**src/rtl/pctl_pkg.sv**
```systemverilog
package pctl_pkg;
   localparam int CW        = 32;
   localparam int BIT_SRST  = 31;
   localparam int BIT_CGATE = 30;
   localparam int BIT_EN    = 0;
   localparam int WID_LSB   = 1;
   localparam int WID_W     = 2;
   localparam int OFS_WORD  = 0;
   localparam int OFS_SET   = 4;
   localparam int OFS_CLR   = 8;

   typedef enum logic [1:0] {
      ACC_NONE = 2'd0,
      ACC_WORD = 2'd1,
      ACC_SET  = 2'd2,
      ACC_CLR  = 2'd3
   } acc_e;
endpackage

```
**src/rtl/pctl_decode.sv**
```systemverilog
module pctl_decode
   import pctl_pkg::*;
#(
   parameter int ADDR_W = 4
) (
   input  logic [ADDR_W-1:0] addr,
   output acc_e              kind
);
   always_comb begin
      if (addr == ADDR_W'(OFS_WORD))      kind = ACC_WORD;
      else if (addr == ADDR_W'(OFS_SET))  kind = ACC_SET;
      else if (addr == ADDR_W'(OFS_CLR))  kind = ACC_CLR;
      else                                kind = ACC_NONE;
   end
endmodule

```
**src/rtl/pctl_gate_timer.sv**
```systemverilog
module pctl_gate_timer #(
   parameter int GATE_DLY = 4
) (
   input  logic clk,
   input  logic rst_n,
   input  logic srst,
   output logic gate_set,
   output logic core_rst
);
   localparam int CNT_W = $clog2(GATE_DLY + 1);

   logic [CNT_W-1:0] cnt_q;

   always_ff @(posedge clk or negedge rst_n) begin
      if (!rst_n)
         cnt_q <= '0;
      else if (!srst)
         cnt_q <= '0;
      else if (cnt_q < CNT_W'(GATE_DLY))
         cnt_q <= cnt_q + 1'b1;
   end

   assign gate_set = srst && (cnt_q == CNT_W'(GATE_DLY - 1));
   assign core_rst = srst;
endmodule

```
**src/rtl/pctl_regs.sv**
```systemverilog
module pctl_regs
   import pctl_pkg::*;
(
   input  logic              clk,
   input  logic              rst_n,
   input  logic              we,
   input  acc_e              kind,
   input  logic [CW-1:0]     wdata,
   input  logic              gate_set,
   output logic              srst_q,
   output logic              gate_q,
   output logic              en_q,
   output logic [WID_W-1:0]  wid_q
);
   logic [CW-1:0] cur, nxt;

   always_comb begin
      cur = '0;
      cur[BIT_SRST]  = srst_q;
      cur[BIT_CGATE] = gate_q;
      cur[BIT_EN]    = en_q;
      cur[WID_LSB +: WID_W] = wid_q;
      nxt = cur;
      if (we) begin
         case (kind)
            ACC_WORD: nxt = wdata;
            ACC_SET:  nxt = cur | wdata;
            ACC_CLR:  nxt = cur & ~wdata;
            default:  nxt = cur;
         endcase
      end
   end

   always_ff @(posedge clk or negedge rst_n) begin
      if (!rst_n) begin
         srst_q <= 1'b0;
         gate_q <= 1'b0;
         en_q   <= 1'b0;
         wid_q  <= '0;
      end else begin
         srst_q <= nxt[BIT_SRST];
         gate_q <= nxt[BIT_CGATE] | gate_set;
         if (srst_q) begin
            en_q  <= 1'b0;
            wid_q <= '0;
         end else begin
            en_q  <= nxt[BIT_EN];
            wid_q <= nxt[WID_LSB +: WID_W];
         end
      end
   end

   // a set-alias write without the gate bit leaves the gate as it was
   p_set_keeps_gate_r3: assert property (@(posedge clk) disable iff (!rst_n)
      (we && kind == ACC_SET && !wdata[BIT_CGATE] && !gate_set) |=> (gate_q == $past(gate_q)));

   // a clear-alias write of the soft reset bit drops it
   p_clr_drops_srst_r4: assert property (@(posedge clk) disable iff (!rst_n)
      (we && kind == ACC_CLR && wdata[BIT_SRST]) |=> !srst_q);

   // fields are held cleared while soft reset is active
   p_fields_frozen_r7: assert property (@(posedge clk) disable iff (!rst_n)
      srst_q |=> (!en_q && wid_q == '0));
endmodule

```
**src/rtl/pctl_readback.sv**
```systemverilog
module pctl_readback
   import pctl_pkg::*;
#(
   parameter bit ALIAS_READ = 1'b1
) (
   input  acc_e              kind,
   input  logic              srst_q,
   input  logic              gate_q,
   input  logic              en_q,
   input  logic [WID_W-1:0]  wid_q,
   output logic [CW-1:0]     rdata
);
   logic [CW-1:0] word;
   logic          hit;

   always_comb begin
      word = '0;
      word[BIT_SRST]  = srst_q;
      word[BIT_CGATE] = gate_q;
      word[BIT_EN]    = en_q & ~srst_q;
      word[WID_LSB +: WID_W] = srst_q ? '0 : wid_q;
   end

   generate
      if (ALIAS_READ) begin : g_alias_rd
         assign hit = (kind != ACC_NONE);
      end else begin : g_plain_rd
         assign hit = (kind == ACC_WORD);
      end
   endgenerate

   assign rdata = hit ? word : '0;
endmodule

```
**src/rtl/pctl_top.sv**
```systemverilog
module pctl_top
   import pctl_pkg::*;
#(
   parameter int ADDR_W     = 4,
   parameter int GATE_DLY   = 4,
   parameter bit ALIAS_READ = 1'b1
) (
   input  logic              clk,
   input  logic              rst_n,
   input  logic [ADDR_W-1:0] bus_addr,
   input  logic [CW-1:0]     bus_wdata,
   input  logic              bus_we,
   output logic [CW-1:0]     bus_rdata,
   output logic              core_rst,
   output logic              clk_en
);
   generate
      if (ADDR_W < 4) begin : g_bad_addr
         $error("pctl_top: ADDR_W must reach offset 0x8");
      end
      if (GATE_DLY < 1) begin : g_bad_dly
         $error("pctl_top: GATE_DLY must be at least 1");
      end
   endgenerate

   acc_e             kind;
   logic             gate_set;
   logic             srst_q, gate_q, en_q;
   logic [WID_W-1:0] wid_q;

   pctl_decode #(.ADDR_W(ADDR_W)) u_decode (
      .addr (bus_addr),
      .kind (kind)
   );

   pctl_gate_timer #(.GATE_DLY(GATE_DLY)) u_timer (
      .clk      (clk),
      .rst_n    (rst_n),
      .srst     (srst_q),
      .gate_set (gate_set),
      .core_rst (core_rst)
   );

   pctl_regs u_regs (
      .clk      (clk),
      .rst_n    (rst_n),
      .we       (bus_we),
      .kind     (kind),
      .wdata    (bus_wdata),
      .gate_set (gate_set),
      .srst_q   (srst_q),
      .gate_q   (gate_q),
      .en_q     (en_q),
      .wid_q    (wid_q)
   );

   pctl_readback #(.ALIAS_READ(ALIAS_READ)) u_rb (
      .kind   (kind),
      .srst_q (srst_q),
      .gate_q (gate_q),
      .en_q   (en_q),
      .wid_q  (wid_q),
      .rdata  (bus_rdata)
   );

   assign clk_en = ~gate_q;

   // the gate rises only under soft reset or from a software write
   p_gate_rise_r5: assert property (@(posedge clk) disable iff (!rst_n)
      $rose(gate_q) |-> (srst_q || $past(bus_we)));

   // plain-address reads show cleared fields during soft reset
   p_mask_read_r7: assert property (@(posedge clk) disable iff (!rst_n)
      (srst_q && kind == ACC_WORD) |-> (bus_rdata[BIT_EN] == 1'b0 &&
                                        bus_rdata[WID_LSB +: WID_W] == '0));
endmodule

```
**config.mk**
```make
export PLATFORM = sky130hd
export DESIGN_NAME = pctl_top
export DESIGN_NICKNAME = d
export VERILOG_FILES = /design/src/rtl/pctl_pkg.sv /design/src/rtl/pctl_decode.sv /design/src/rtl/pctl_gate_timer.sv /design/src/rtl/pctl_regs.sv /design/src/rtl/pctl_readback.sv /design/src/rtl/pctl_top.sv
export SDC_FILE = /design/constraint.sdc
export NUM_CORES = 1
export LEC_CHECK = 0
export BUFFER_PORTS_ARGS = -buffer_cell sky130_fd_sc_hd__buf_2
export CELL_PAD_IN_SITES_DETAIL_PLACEMENT = 0
export CELL_PAD_IN_SITES_GLOBAL_PLACEMENT = 1
export CORE_MARGIN = 1.5
export CORE_UTILIZATION = 23
export CTS_CLUSTER_SIZE = 40
export DETAILED_ROUTE_END_ITERATION = 8
export GPL_TIMING_DRIVEN = 0
export PLACE_DENSITY_LB_ADDON = 0.08
export REMOVE_ABC_BUFFERS = 1
export SLEW_MARGIN = 20
export SYNTH_ARGS = -nofsm -noshare
export SYNTH_HDL_FRONTEND = slang
export SYNTH_HIERARCHICAL = 1
export SYNTH_SLANG_ARGS = --single-unit
```
**constraint.sdc**
```tcl
create_clock -name clk -period 1.3 [get_ports clk]
set_clock_uncertainty 0.05 [all_clocks]
set_input_delay 0.065 -clock clk [delete_from_list [all_inputs] [get_ports clk]]
set_output_delay 0.065 -clock clk [all_outputs]
set_load 0.05 [all_outputs]
```
# ---- Yosys cells after proc, flatten, opt, wreduce, memory -nomap -nowiden
# Index checks and enable logic that the tools add are counted.
# W data, S select, Z words.
dict set report op_classes {
  n_addsub 1
  n_lt_le_gt_ge 1
  eq_ne 7
  n_mux 11
  bitwise_logic 7
  reduce_logical 8
}
# operator count
set ops {}
lappend ops {{$pmux W32 S3} 1}
lappend ops {{$and A32 B32 Y32} 1}
lappend ops {{$mux W32} 1}
lappend ops {{$not A32 Y32} 1}
lappend ops {{$or A32 B32 Y32} 1}
lappend ops {{$mux W31} 1}
lappend ops {{$mux W2} 5}
lappend ops {{$mux W3} 2}
lappend ops {{$eq A2 B2 Y1 const B} 2}
lappend ops {{$eq A4 B3 Y1 const B} 1}
lappend ops {{$eq A4 B4 Y1 const B} 1}
lappend ops {{$logic_not A4 Y1} 1}
lappend ops {{$reduce_and A2 Y1} 2}
lappend ops {{$reduce_bool A2 Y1} 2}
lappend ops {{$reduce_bool A4 Y1} 1}
lappend ops {{$add A3 B1 Y3 const B} 1}
lappend ops {{$eq A3 B2 Y1 const B} 1}
lappend ops {{$lt A3 B3 Y1 const B} 1}
lappend ops {{$reduce_bool A3 Y1} 1}
lappend ops {{$eq A2 B1 Y1 const B} 1}
lappend ops {{$ne A2 B2 Y1 const B} 1}
lappend ops {{$not A1 Y1} 2}
lappend ops {{$and A1 B1 Y1} 1}
lappend ops {{$logic_and A1 B1 Y1} 1}
lappend ops {{2 further kinds} 2}
dict set report totals {
  register_bits 8
  input_bits 39
  output_inout_bits 34
}

# ---- Depth between registers and ports, before layout
dict set report depth {
  depth_word 8
  mapped_depth 6
}

# ---- Hierarchy
# The synthesis kept the hierarchy.
# mod n_inst cells_each area_each_um2 seq_area_each_um2
set modules_own_cells {}
lappend modules_own_cells {pctl_regs 1 35 311.5 125.1}
lappend modules_own_cells {pctl_readback 1 34 247.7 0.0}
lappend modules_own_cells {pctl_gate_timer 1 13 156.4 75.1}
lappend modules_own_cells {pctl_decode 1 3 23.8 0.0}
lappend modules_own_cells {pctl_top 1 1 3.8 0.0}

# ---- Least setup slack after synthesis
# OpenSTA, ideal clock, no wires.
dict set report synth_timing {
  path_kind {in2out}
  from {input bus_addr[1]}
  to {output bus_rdata[0]}
  arrival_ns 1.895
  slack_ns -0.710
  cell_stages 3
  path_cell_list {nor3_1 > nor2_2 > nor3b_1}
}
dict set report synth_via {
  elab_chain_cells 6
  word_cells_on_any_way 8
  cone_classes {eq/ne (2); mux (4); reduce/logical (2)}
}
# element line_no
set synth_rtl {}
lappend synth_rtl {{start, declared} pctl_top.sv:10} ;# input logic [ADDR_W-1:0] bus_addr,
lappend synth_rtl {{$eq A4 B4 Y1} pctl_decode.sv:12} ;# else if (addr == ADDR_W'(OFS_CLR)) kind = ACC_CLR;
lappend synth_rtl {{$mux W2} pctl_decode.sv:12}
lappend synth_rtl {{$mux W2} pctl_decode.sv:11} ;# else if (addr == ADDR_W'(OFS_SET)) kind = ACC_SET;
lappend synth_rtl {{$mux W2 (*)} pctl_decode.sv:10} ;# if (addr == ADDR_W'(OFS_WORD)) kind = ACC_WORD;
lappend synth_rtl {{$reduce_bool A2 Y1 (*)} pctl_readback.sv:26} ;# assign hit = (kind != ACC_NONE);
lappend synth_rtl {{$mux W32 (*)} pctl_readback.sv:32} ;# assign rdata = hit ? word : '0;
lappend synth_rtl {{end, declared} pctl_top.sv:13} ;# output logic [CW-1:0] bus_rdata,
# Mark *: on every way between the ends. The rest lies on a longest branch, timed or not.

# ---- Worst setup path after layout
dict set report layout_timing {
  from {input bus_addr[2]}
  to {output bus_rdata[31]}
}
dict set report layout_via {
  elab_chain_cells 6
  word_cells_on_any_way 8
  cone_classes {eq/ne (2); mux (4); reduce/logical (2)}
}
# element line_no
set layout_rtl {}
lappend layout_rtl {{$eq A4 B4 Y1} pctl_decode.sv:12}
lappend layout_rtl {{$mux W2} pctl_decode.sv:12}
lappend layout_rtl {{$mux W2} pctl_decode.sv:11}
lappend layout_rtl {{$mux W2 (*)} pctl_decode.sv:10}
lappend layout_rtl {{named net kind[1]} pctl_top.sv:26} ;# acc_e kind;
lappend layout_rtl {{$reduce_bool A2 Y1 (*)} pctl_readback.sv:26}
lappend layout_rtl {{$mux W32 (*)} pctl_readback.sv:32}
# The timed path passes the listed nets; every way through them passes the cells marked *.

==> impl_metrics.yaml <==
clock_tree:
  cts.sinks: 8
  cts_inserted_buffers: 3
  root_buffer: "clkbuf_4"
  cts_buffer_depth: 2
  cts_htree_levels: 1
  clk_pin_slew_ns: 0.05
  cts_tree: "done"
  clkLatencyLatePin_ns: 0.25
placement:
  port_buffers: 18
  dp_hpwl_um: 1119
  gp_congestion: 0.6285
route:
  routed_wirelength_um: 1483
  dr.pass1.iters: 4
  first_iter_violations: 3
  via_count: 552
  avgViaCountPerCell: 3.584
  wl_per_cell_um: 9.630
  drc_errors: 0
  postRouteAntennaNets: 0
global_routing:
  grt_max_degree: 13
  grt.overflow.total: 0
  antenna_found_initial: 0
  grt_pass1_wl_um: 2249
  grt_pass1_vias: 466
  gr-usage-all-layers_pct: 8.727
sta:
  final.period_utilization_pct: 96.02
  drv_slew: 0
  hold_viol_final: 0
  fin_crit_ns: 1.248
  fmax_ghz: 0.8011
  finalSetupViolCount: 0
  rsz0062_at_grt: "yes"
cells_and_area:
  drive_above_1_share_pct: 31.82
  fin_util_pct: 28.81
  nets: 153
  antennaDiodeCount: 0
  area_delta_synth_final_pct: 18.35
  fill_cells: 368
setup_path:
  cp_data_required_time_ns: 1.19
  endpoint_kind: "primary output"
  cp.arrival_ns: 1.13
  start_kind: "input pin"
  critPathMaxFanout: 5
  path_class: "in -> out"
synthesis:
  synth_commonest_cells: "buf_4 (28), dfrtp_1 (8), nand2_1 (5)"
  ys_types: 29
  syn-cell-area_um2: 743.2
  yosysSeqAreaShare_pct: 26.94
  synth_edf_count: 0
  ys_ff_latch: 8
  yosysTopAreaCell: "buf_4"
  synth_ff_type: "dfrtp_1"
  yosys-top-cells-area: "buf_4 (28%), dfrtp_1 (27%), ha_1 (3.4%)"
  yosysMostFrequentCell: "buf_4"
  async_reset_ff_share_pct: 100.0
  yosys.area.top_type_share_pct: 28.28
  yosysWarnings: 6
  postSynthCellCount: 86
  syn-mean-instance-area_um2: 8.642
die:
  fp.dieH_um: 59.85
  num_rows: 20
  start_util_pct: 24.34
  coreArea_um2: 3053
  io_pins: 73
  die_w_um: 59.85
  die_area_um2: 3581
hold_path:
  hold_class: "in -> reg"
power_and_ir_drop:
  power_leakage_uw: 0.0004406
  power_uw: 1128
  vdd_drop_max_mv: 0.2206
  powerDensity_nw_per_um2: 1283
job:
  maxCapViolCount: 0
status:
  status: "finished clean"
==> per-stage QoR <==
step                setup TNS (ns)  setup WS, ns  hold WS, ns  instances  instance area, µm²
detailed placement          -3.403       -0.3853      -0.1266        145               764.5
CTS                              0       0.02988      0.01080        153               853.3
finish                           0       0.05175      0.02074        154               879.6
global route              -0.02210      -0.01058      0.02238        154               879.6
floorplan                   -2.774       -0.7200      -0.2806         83               619.3
global placement            -3.654       -0.4561      -0.1298        145               764.5
==> cells by family (layout without fill, tap and decap cells) <==
group	count (synthesis)	in the layout	synth area share, %
other	1	27	0.5046
and+or+nand+nor	29	29	24.41
muxes	1	1	1.347
AOI/OAI and AO/OA	11	11	9.090
buffers and inverters	31	29	30.81
adders and majority gates	2	2	3.366
xor gates and xnor gates	3	3	3.536
DFF	8	8	26.94
==> sequential cells by signal, summed over array words and instances (netlist names) <==
signal         flops
u_regs/gate_q      1
u_regs/en_q        1
u_regs/wid_q       2
u_regs/srst_q      1
u_timer/cnt_q      3
==> worst max-delay path: stages <==
cell and delay, ns:
buf_2 0.12, xnor2_1 0.26, nor3_4 0.08, nor2_2 0.29
nor2b_1 0.09, buf_2 0.22
==> path summary, 6_finish.rpt <==
path	depth (start not counted)	to	startpoint	slack, ns
setup / recovery	6	bus_rdata[31]	bus_addr[2]	0.05
hold / removal	3	u_regs/srst_q	bus_wdata[31]	0.02
setup reg to reg	4	u_regs/gate_q	u_timer/cnt_q[0]	0.08
hold reg to reg	2	u_regs/en_q	u_regs/en_q	0.51
max in group asynchronous	2	u_regs/srst_q	rst_n	0.88
min in group asynchronous	2	u_timer/cnt_q[1]	rst_n	0.13
==> layout make-up <==
| class | instances | area [µm²] | area share [%] |
|---|---|---|---|
| Multi-Input combinational cell | 73 | 444.2 | 50.50 |
| Tap cell | 44 | 55.05 | 6.259 |
| Timing Repair Buffer | 24 | 148.9 | 16.93 |
| Inverter | 2 | 7.507 | 0.8535 |
| Sequential cell | 8 | 201.4 | 22.90 |
| Clock buffer | 3 | 22.52 | 2.560 |
==> what timing repair did <==
item / in CTS / in global routing
pin swaps: 1 / 0
endpoints found under the setup margin: 11 / 3
resized for setup: 7 / 4
hold endpoints to repair: 8 / 0
hold buffers: 1 / 0
buffers inserted: 4 / 1
==> power breakdown <==
| group | switching [µW] | internal, µW | total, µW |
|---|---|---|---|
| Sequential | 59.3 | 311 | 371 |
| Clock | 80.3 | 105 | 186 |
| Combinational | 387 | 185 | 572 |
| Total | 527 | 602 | 1130 |
==> layout by cell type (no fill, tap or decap), drive strengths merged <==
cell and count:
clkbuf 3, and4bb 1, a21o 1, a21oi 1, nor3 3, xnor2 2
a21boi 1, ha 2, and2b 4, inv 2, conb 27, xor2 1
nor2 2, nor3b 3, a41oi 1, nor2b 4, mux2i 1, nand2 5
dlygate4sd3 1, a31oi 3, and3b 1, and2 2, o21ai 4, nand3 4
buf 23, dfrtp 8
==> layer usage <==
metal	up-vias	GRT usage (%)	part of all wire (%)
met1	240	11.94	47
met5	-	0	0
met3	2	2.381	6.5
met2	26	12.27	46
met4	0	4.762	0.94
li1	284	-	-
Note: power is estimated with default switching activity, not from simulation.
